File: src/rtl/sdx_pkg.sv
package sdx_pkg;

  // True when channel-relative bit k lands inside the stored field.
  function automatic logic lane_hit(int k, int stop, int width);
    return (k >= 0) && (k < width - stop);
  endfunction

  // Word index receiving channel-relative bit k.
  function automatic int lane_slot(int k, logic lsb, int stop, int width);
    return lsb ? (stop + k) : (width - 1 - k);
  endfunction

  // Frame acceptance rule from mode, valid-bit seen flag and its value.
  function automatic logic frame_accept(logic [1:0] mode, logic seen, logic vb);
    case (mode)
      2'b00:   return 1'b1;
      2'b10:   return seen & ~vb;
      2'b11:   return seen & vb;
      default: return 1'b0;
    endcase
  endfunction

endpackage

File: src/rtl/sdx_edge.sv
module sdx_edge (
  input  logic clk,
  input  logic rst_n,
  input  logic sck,
  input  logic ws,
  input  logic sd,
  input  logic fall_sel,
  output logic evt,
  output logic ws_s,
  output logic sd_s
);
  logic sck_q, sck_d, ws_q, sd_q;

  always_ff @(posedge clk) begin
    if (!rst_n) begin
      sck_q <= 1'b0;
      sck_d <= 1'b0;
      ws_q  <= 1'b0;
      sd_q  <= 1'b0;
    end else begin
      sck_q <= sck;
      sck_d <= sck_q;
      ws_q  <= ws;
      sd_q  <= sd;
    end
  end

  assign evt  = fall_sel ? (sck_d & ~sck_q) : (~sck_d & sck_q);
  assign ws_s = ws_q;
  assign sd_s = sd_q;
endmodule

File: src/rtl/sdx_framer.sv
module sdx_framer #(
  parameter int POS_W = 9
) (
  input  logic             clk,
  input  logic             rst_n,
  input  logic             evt,
  input  logic             ws_s,
  input  logic             ws_rise,
  output logic             start,
  output logic             take,
  output logic             framed,
  output logic [POS_W-1:0] pos
);
  localparam logic [POS_W-1:0] POS_MAX = {POS_W{1'b1}};

  logic prev_ws, ws_known, over;

  assign start = evt & ws_known & (ws_s != prev_ws) & (ws_s == ws_rise);
  assign take  = evt & ~start & framed & ~over;

  always_ff @(posedge clk) begin
    if (!rst_n) begin
      prev_ws  <= 1'b0;
      ws_known <= 1'b0;
      framed   <= 1'b0;
      over     <= 1'b0;
      pos      <= '0;
    end else if (evt) begin
      prev_ws  <= ws_s;
      ws_known <= 1'b1;
      if (start) begin
        pos    <= '0;
        over   <= 1'b0;
        framed <= 1'b1;
      end else if (take) begin
        if (pos == POS_MAX) over <= 1'b1;
        else                pos  <= pos + 1'b1;
      end
    end
  end
endmodule

File: src/rtl/sdx_lane.sv
module sdx_lane #(
  parameter int WORD_W = 16,
  parameter int POS_W  = 9,
  localparam int IDX_W = $clog2(WORD_W)
) (
  input  logic              clk,
  input  logic              rst_n,
  input  logic              clr,
  input  logic              take,
  input  logic              bit_in,
  input  logic [POS_W-1:0]  pos,
  input  logic [POS_W-1:0]  base,
  input  logic              lsb,
  input  logic [IDX_W-1:0]  stop,
  output logic [WORD_W-1:0] acc
);
  import sdx_pkg::*;

  logic             hit;
  logic [IDX_W-1:0] idx;

  always_comb begin
    hit = lane_hit(int'(pos) - int'(base), int'(stop), WORD_W);
    idx = IDX_W'(lane_slot(int'(pos) - int'(base), lsb, int'(stop), WORD_W));
  end

  always_ff @(posedge clk) begin
    if (!rst_n || clr) acc <= '0;
    else if (take && hit) acc[idx] <= bit_in;
  end
endmodule

File: src/rtl/sdx_deser.sv
module sdx_deser #(
  parameter int WORD_W = 16,
  parameter int POS_W  = 9,
  localparam int IDX_W = $clog2(WORD_W)
) (
  input  logic              clk,
  input  logic              rst_n,
  input  logic              sck,
  input  logic              ws,
  input  logic              sd,
  input  logic              cfg_ws_rise,
  input  logic              cfg_fall_edge,
  input  logic [1:0]        cfg_mode,
  input  logic [POS_W-1:0]  cfg_valid_pos,
  input  logic [POS_W-1:0]  cfg_left_pos,
  input  logic [POS_W-1:0]  cfg_right_pos,
  input  logic              cfg_lsb_first,
  input  logic [IDX_W-1:0]  cfg_stop_idx,
  input  logic              cfg_mono,
  output logic              smp_valid,
  output logic [WORD_W-1:0] smp_left,
  output logic [WORD_W-1:0] smp_right
);
  import sdx_pkg::*;

  // Named internal events, visible to the bound checker.
  logic             smp_evt, ws_s, sd_s;
  logic             frm_start, frm_take, frm_framed;
  logic [POS_W-1:0] frm_pos;
  logic             vld_seen, vld_bit, frm_ok;
  logic [WORD_W-1:0] lane_acc [2];

  sdx_edge u_edge (
    .clk(clk), .rst_n(rst_n), .sck(sck), .ws(ws), .sd(sd),
    .fall_sel(cfg_fall_edge), .evt(smp_evt), .ws_s(ws_s), .sd_s(sd_s)
  );

  sdx_framer #(.POS_W(POS_W)) u_framer (
    .clk(clk), .rst_n(rst_n), .evt(smp_evt), .ws_s(ws_s),
    .ws_rise(cfg_ws_rise), .start(frm_start), .take(frm_take),
    .framed(frm_framed), .pos(frm_pos)
  );

  for (genvar ch = 0; ch < 2; ch++) begin : g_lane
    logic             lane_take;
    logic [POS_W-1:0] lane_base;
    if (ch == 0) begin : g_left
      assign lane_take = frm_take;
      assign lane_base = cfg_left_pos;
    end else begin : g_right
      assign lane_take = frm_take & ~cfg_mono;
      assign lane_base = cfg_right_pos;
    end
    sdx_lane #(.WORD_W(WORD_W), .POS_W(POS_W)) u_lane (
      .clk(clk), .rst_n(rst_n), .clr(frm_start), .take(lane_take),
      .bit_in(sd_s), .pos(frm_pos), .base(lane_base),
      .lsb(cfg_lsb_first), .stop(cfg_stop_idx), .acc(lane_acc[ch])
    );
  end

  always_ff @(posedge clk) begin
    if (!rst_n || frm_start) begin
      vld_seen <= 1'b0;
      vld_bit  <= 1'b0;
    end else if (frm_take && frm_pos == cfg_valid_pos) begin
      vld_seen <= 1'b1;
      vld_bit  <= sd_s;
    end
  end

  assign frm_ok = frame_accept(cfg_mode, vld_seen, vld_bit);

  always_ff @(posedge clk) begin
    if (!rst_n) begin
      smp_valid <= 1'b0;
      smp_left  <= '0;
      smp_right <= '0;
    end else begin
      smp_valid <= frm_start & frm_framed & frm_ok;
      if (frm_start && frm_framed && frm_ok) begin
        smp_left  <= lane_acc[0];
        smp_right <= cfg_mono ? '0 : lane_acc[1];
      end
    end
  end
endmodule

File: config.mk
export PLATFORM = sky130hd
export DESIGN_NAME = sdx_deser
export DESIGN_NICKNAME = d
export VERILOG_FILES = /design/src/rtl/sdx_pkg.sv /design/src/rtl/sdx_edge.sv /design/src/rtl/sdx_framer.sv /design/src/rtl/sdx_lane.sv /design/src/rtl/sdx_deser.sv
export SDC_FILE = /design/constraint.sdc
export NUM_CORES = 1
export LEC_CHECK = 0
export ABC_AREA = 1
export BUFFER_PORTS_ARGS = -buffer_cell sky130_fd_sc_hd__buf_2
export CORE_MARGIN = 10
export CORE_UTILIZATION = 55
export CTS_CLUSTER_SIZE = 28
export DETAILED_ROUTE_END_ITERATION = 10
export GPL_ROUTABILITY_DRIVEN = 1
export PLACE_DENSITY = 0.82
export RECOVER_POWER = 100
export SLEW_MARGIN = 20
export SYNTH_ARGS = -nofsm -noshare
export SYNTH_HDL_FRONTEND = slang
export SYNTH_SLANG_ARGS = --single-unit
File: constraint.sdc
create_clock -name clk -period 3.9 [get_ports clk]
set_clock_uncertainty 0.1 [all_clocks]
set_input_delay 1.17 -clock clk [delete_from_list [all_inputs] [get_ports clk]]
set_output_delay 1.17 -clock clk [all_outputs]
set_load 0.01 [all_outputs]
==> flow_summary_export.csv, run 1 <==
group,metric,value,unit
worst_setup_path,worst-path-buf-inv,1,
global_route,track_usage,17.8,%
clocking,cts_tree,"built",
worst_setup_path,arrival,3760,ps
detailed_routing,drt_iter0_drc,344,
sta,setup_ws,322,ps
logic_synthesis,yosysWarnings,0,
logic_synthesis,synth_area_leader_cell,"dfxtp_1",
worst_setup_path,crit_type,"input pin to register",
sta,drv_slew,0,
clocking,clk-insertion-delay-late,340,ps
floorplan,pin_count,75,
final_layout,drive_gt1_share,11.0,%
sta,hold_viol,0,
place,io_buffers,74,
global_route,grt_pass1_vias,4705,
sta,period_needed,3580,ps
logic_synthesis,synth-seq-area-share,30.1,%
floorplan,dieWidth,121,µm
worst_setup_path,start_kind,"input pin",
pwr,p_per_area,295,nW/µm²
sta,tightest_slew,904,ps
flow_run,drv_cap,0,
final_layout,area_growth,10.8,%
worst_setup_path,worstPathCellList,"clkbuf_1, ha_1, fa_1, xnor2_2, ha_1, a21oi_1, nand2_1, nand2_1, nand3_1, nand2_1, nand2_4, nor2_2, nand4_1, nand2_1, nand2_1, nor2_1",
sta,rsz0062_at_grt,"no",
final_layout,instances_no_fill,1043,
clocking,postCtsSetupRepairBufs,0,
clocking,cts.sinks,84,
logic_synthesis,avgSynthCellArea,6.69,µm²
floorplan,core-area,9820,µm²
clocking,cts-root-buf,"clkbuf_8",
logic_synthesis,yosys.cell_types.count,40,
hold_path,hold_class,"register to register",
logic_synthesis,synth_nets,920,
worst_setup_path,cpMaxStageDelayCell,"fa_1",
logic_synthesis,synth.cell_area,5580,µm²
floorplan,dieHeight,121,µm
logic_synthesis,synth_area_leaders,"dfxtp_1 (30%), nand2_1 (13%), ha_1 (8.7%), nor2_1 (8.3%), nand3_1 (7.4%)",
worst_setup_path,critPathMaxFanout,7,
place,dp_slack,84.4,ps
clocking,path_clk_slew,70,ps
place,place_congestion,0.864,
detailed_routing,drtAntennaViolNets,0,
floorplan,rows,36,
worst_setup_path,worstSetupEndpointType,"register",
floorplan,start_util,56.9,%
clocking,cts-resized-gates,0,
place,dp_cells,1029,
pwr,ir_drop,178,µV
detailed_routing,drc,0,
detailed_routing,drt_wl_total,12.9,mm
sta,slew_headroom,39.6,%
detailed_routing,wl_per_cell,12.4,µm
logic_synthesis,synth_top_area_share,30.1,%
worst_setup_path,cpLargestDelayFamily,"simple AND/OR/NAND/NOR gates",
final_layout,mostFrequentLayoutCells,"nand2_1 (194), nor2_1 (126), inv_1 (110)",
detailed_routing,num_vias,5275,
clocking,hold_buffers,0,
sta,fin_setup_tns,0,ps
sta,final-setup-viol-count,0,
pwr,power,1830,µW
logic_synthesis,ys_seq_elements,84,
final_layout,num-nets-final,992,
worst_setup_path,worstPathRequired,4080,ps
global_route,grt_pass1_wl,22.0,mm
pwr,leakagePower,0.00295,µW
sta,fmax,279,MHz
worst_setup_path,crit_top_cell,"nand2_1",
global_route,antenna_found_initial,0,
clocking,cts.path.max_buffers,2,
final_layout,layout_commonest_cell,"nand2_1",
floorplan,die_area,14600,µm²
global_route,grt_overflow,0,
worst_setup_path,critPathMaxStageDelay,420,ps
detailed_routing,firstDrtPassIters,5,
place,post-dp-hpwl,10.3,mm
clocking,numCtsBuffers,9,
clocking,h-tree-depth,3,
status,status,"complete, no violations",
sta,finalCritPeriodShare,91.8,%
detailed_routing,viasPerCell,5.06,
global_route,grt_start_max_net_pins,33,
final_layout,diodes,0,
logic_synthesis,syn_inst,835,
## sequential cells by signal (all words and copies together) (netlist names)
| register | flops |
|---|---|
| vld_bit | 1 |
| u_framer.pos | 9 |
| smp_right | 16 |
| u_framer.over | 1 |
| u_framer.prev_ws | 1 |
| u_edge.sd_s | 1 |
| u_framer.ws_known | 1 |
| smp_left | 16 |
| u_edge.sck_d | 1 |
| u_edge.ws_s | 1 |
| smp_valid | 1 |
| u_edge.sck_q | 1 |
| vld_seen | 1 |
| g_lane.u_lane.acc | 32 |
| u_framer.framed | 1 |
## tightest hold or removal path: cells and delay by family, from the launching register on
kind	cells	cell delay (ps)
AOI/OAI and AO/OA	1	50
DFF	1	310
and+or+nand+nor	1	60
## synthesized netlist by cell type (all sizes together)
| cell type | n |
|---|---|
| a21oi | 43 |
| a2bb2oi | 1 |
| and3 | 1 |
| buf | 8 |
| clkbuf | 11 |
| clkinv | 2 |
| dfxtp | 84 |
| fa | 4 |
| ha | 39 |
| inv | 122 |
| nand2 | 201 |
| nand3 | 91 |
| nand3b | 6 |
| nand4 | 22 |
| nor2 | 137 |
| nor3 | 1 |
| nor4 | 1 |
| o21ai | 30 |
| o21bai | 1 |
| o31ai | 8 |
| or2 | 5 |
| xnor2 | 7 |
| xor2 | 10 |
## through the flow
| step | hold WS [ps] | utilization, % | instance area, µm² |
|---|---|---|---|
| floorplan | 336 | - | 5580 |
| global placement | 346 | 61.9 | 6080 |
| detailed placement | 351 | 61.9 | 6080 |
| CTS | 363 | 64.0 | 6290 |
| global route | 377 | 63.0 | 6180 |
| finish | 361 | 63.0 | 6180 |
## final timing paths
path                                        start                                     to  slack, ps  depth (start not counted)
max                              cfg_right_pos[0]  g_lane[1].u_lane.acc[12]$_SDFFE_PP0P_        320                         16
min          g_lane[0].u_lane.acc[2]$_SDFFE_PP0P_   g_lane[0].u_lane.acc[2]$_SDFFE_PP0P_        360                          2
max reg2reg          u_framer.pos[0]$_SDFFE_PN0P_  g_lane[1].u_lane.acc[12]$_SDFFE_PP0P_        650                         16
min reg2reg  g_lane[0].u_lane.acc[2]$_SDFFE_PP0P_   g_lane[0].u_lane.acc[2]$_SDFFE_PP0P_        360                          2
## metal layers
metal | share of wire (%) | up-vias | global-route usage [%]
met4 | 1.5 | 0 | 5.35
met1 | 47 | 2274 | 24.2
li1 | - | 2813 | -
met2 | 44 | 170 | 27.7
met3 | 7.3 | 18 | 3.58
met5 | 0 | - | 0
## cells by family (layout without fill, tap and decap cells)
| family | Yosys count | in the layout | share of synthesized area, % |
|---|---|---|---|
| fa+ha+maj | 43 | 43 | 10.2 |
| buf+inv | 143 | 218 | 10.1 |
| xor+xnor | 17 | 17 | 2.94 |
| flops | 84 | 84 | 30.1 |
| simple gates | 465 | 465 | 38.0 |
| compound gates | 83 | 83 | 8.65 |
## power by group
part           internal, µW  total [µW]  leakage, µW  switching [µW]
Combinational           107         312      0.00217             205
Clock                   372         649     0.000103             277
Sequential              860         866     0.000677            5.87
Total                  1340        1830      0.00295             488
## final cells by class
type | instances | area (µm²)
flip-flops and latches | 84 | 1680
repair buffers | 80 | 374
multi-input cells | 608 | 3290
clock buffers | 12 | 145
clock inverters | 2 | 60.1
inverters | 124 | 468
fillers | 960 | 3640
well taps | 133 | 166
Power figures use the tool's default switching activity.
==> inputs of run 2 (changes only) <==
--- a/config.mk
+++ b/config.mk
@@ -12,7 +12,7 @@
 export CTS_CLUSTER_SIZE = 28
 export DETAILED_ROUTE_END_ITERATION = 10
 export GPL_ROUTABILITY_DRIVEN = 1
-export PLACE_DENSITY = 0.82
+export PLACE_DENSITY_LB_ADDON = 0.3
 export RECOVER_POWER = 100
 export SLEW_MARGIN = 20
 export SYNTH_ARGS = -nofsm -noshare
==> run 2 against run 1 <==
  * Count of clock-buffer cells in the layout is 2 lower
  * Worst hold slack worse by 4.3 ps
  * Die area stayed put
  * Design area is 0.12% higher
  * Sequential power hardly changed
  * Clock power is 2% lower
  * Cell count is 0.29% higher
  * Setup slack better by 34 ps
  * Total power is 0.29% lower
  * First-iteration DRC count is 1.5% lower
  * Utilization is 0.076 points higher
  * Largest cell class unchanged
  * Largest power group unchanged
==> flow_summary_export.csv, run 2 (synthesis gave the netlist of run 1 again) <==
group,metric,value,unit
status,status,"complete, no violations",
global_route,grt_pass1_wl,22.0,mm
final_layout,largest_reg_flops,32,
sta,fin_setup_tns,0,ps
clocking,cts-root-buf,"clkbuf_8",
detailed_routing,wl_per_cell,12.4,µm
sta,slew_headroom,35.8,%
sta,final-setup-viol-count,0,
pwr,leakagePower,0.00296,µW
place,dp_cells,1030,
pwr,p_per_area,294,nW/µm²
final_layout,final_util,63.0,%
clocking,h-tree-depth,3,
clocking,numCtsBuffers,9,
floorplan,die_area,14600,µm²
global_route,grt_start_max_net_pins,33,
clocking,cts-resized-gates,0,
worst_setup_path,worstPathCellList,"clkbuf_1, ha_1, fa_1, inv_1, nand2_2, a21oi_4, xor2_1, ha_1, nand2_1, nand2_1, nor2_2, nand3_2, nor2_4, clkbuf_4, nand3_1, a21oi_1",
final_layout,area_growth,10.9,%
clocking,path_clk_slew,90,ps
sta,period_needed,3540,ps
hold_path,hold_class,"register to register",
worst_setup_path,worstPathRequired,4080,ps
clocking,cts.path.max_buffers,2,
final_layout,layout_commonest_cell,"nand2_1",
place,io_buffers,74,
worst_setup_path,worst-path-buf-inv,3,
floorplan,rows,36,
final_layout,fin_area,6190,µm²
final_layout,num-nets-final,993,
flow_run,drv_cap,0,
worst_setup_path,cpMaxStageDelayCell,"fa_1",
floorplan,dieHeight,121,µm
final_layout,mostFrequentLayoutCells,"nand2_1 (194), nor2_1 (125), inv_1 (109)",
final_layout,top_regs,"g_lane.u_lane.acc: 32 flops, smp_left: 16 flops, smp_right: 16 flops",
final_layout,instances_no_fill,1046,
clocking,postCtsSetupRepairBufs,0,
worst_setup_path,arrival,3720,ps
final_layout,drive_gt1_share,11.6,%
floorplan,core-area,9820,µm²
final_layout,n_fill_cell,976,
global_route,grt_overflow,0,
final_layout,regMostFlops,"g_lane.u_lane.acc",
worst_setup_path,worstSetupEndpointType,"register",
clocking,cts.sinks,84,
worst_setup_path,r2r_slack,760,ps
global_route,track_usage,17.7,%
clocking,cts_tree,"built",
place,place_area,6090,µm²
sta,tightest_slew,962,ps
worst_setup_path,cpLargestDelayFamily,"adder cells",
detailed_routing,drtAntennaViolNets,0,
detailed_routing,viasPerCell,5.01,
clocking,clk-insertion-delay-late,360,ps
detailed_routing,num_vias,5241,
floorplan,start_util,56.9,%
global_route,antenna_found_initial,0,
global_route,grt_pass1_vias,4805,
detailed_routing,drt_iter0_drc,339,
detailed_routing,drt_wl_total,13.0,mm
worst_setup_path,critPathMaxStageDelay,410,ps
worst_setup_path,crit_type,"input pin to register",
worst_setup_path,start_kind,"input pin",
sta,hold_viol,0,
detailed_routing,firstDrtPassIters,5,
sta,drv_slew,0,
floorplan,dieWidth,121,µm
detailed_routing,drc,0,
sta,finalCritPeriodShare,90.9,%
worst_setup_path,critPathMaxFanout,32,
sta,rsz0062_at_grt,"no",
sta,fmax,282,MHz
place,post-dp-hpwl,10.2,mm
final_layout,diodes,0,
clocking,hold_buffers,0,
floorplan,pin_count,75,
pwr,ir_drop,211,µV
place,place_congestion,0.913,
==> run 2: metrics by stage <==
step                total power [µW]  setup slack, ps  hold slack [ps]
floorplan                       1120              456              336
global placement                1200              113              346
detailed placement              1210             46.3              349
CTS                             1830              428              361
global route                    1910             90.0              370
finish                          1820              356              357
==> run 2: final cells by class <==
cell class                 count  area, µm²  area share [%]
tap                          133        166            2.69
inverter                     124        468            7.56
sequential                    84       1680            27.2
clock inverter                 6       72.6            1.17
clock buffer                  10        128            2.06
multi-input combinational    608       3300            53.4
timing repair buffer          81        370            5.98
==> run 2: worst paths after layout <==
kind	from	to	cells past startpoint
max	cfg_left_pos[0]	g_lane[0].u_lane.acc[7]$_SDFFE_PP0P_	16
max reg2reg	u_framer.pos[0]$_SDFFE_PN0P_	g_lane[0].u_lane.acc[7]$_SDFFE_PP0P_	16
min reg2reg	g_lane[0].u_lane.acc[0]$_SDFFE_PP0P_	g_lane[0].u_lane.acc[0]$_SDFFE_PP0P_	2
min	g_lane[0].u_lane.acc[0]$_SDFFE_PP0P_	g_lane[0].u_lane.acc[0]$_SDFFE_PP0P_	2
==> run 2: layer usage <==
layer | up-vias | track usage, % | routed length [µm]
li1 | 2808 | - | -
met1 | 2266 | 23.3 | 6310
met2 | 145 | 28.2 | 5620
met3 | 22 | 2.79 | 757
met4 | 0 | 7.47 | 263
met5 | - | 0 | 0
==> run 2: power by group <==
| part | internal (µW) | switching, µW | leakage [µW] |
|---|---|---|---|
| registers | 860 | 5.62 | 0.000677 |
| clock network | 302 | 334 | 0.0000971 |
| logic | 110 | 210 | 0.00219 |
==> run 2: worst register-to-register path, cell delays in order, from the launching register on <==
cell and delay (ps):
dfxtp_1 380, inv_1 140, ha_1 240, fa_1 410, inv_1 90, nand2_2 60, a21oi_4 150, xor2_1 190
ha_1 250, nand2_1 70, nand2_1 50, nor2_2 90, nand3_2 100, nor2_4 100, clkbuf_4 320, nand3_1 140
a21oi_1 190
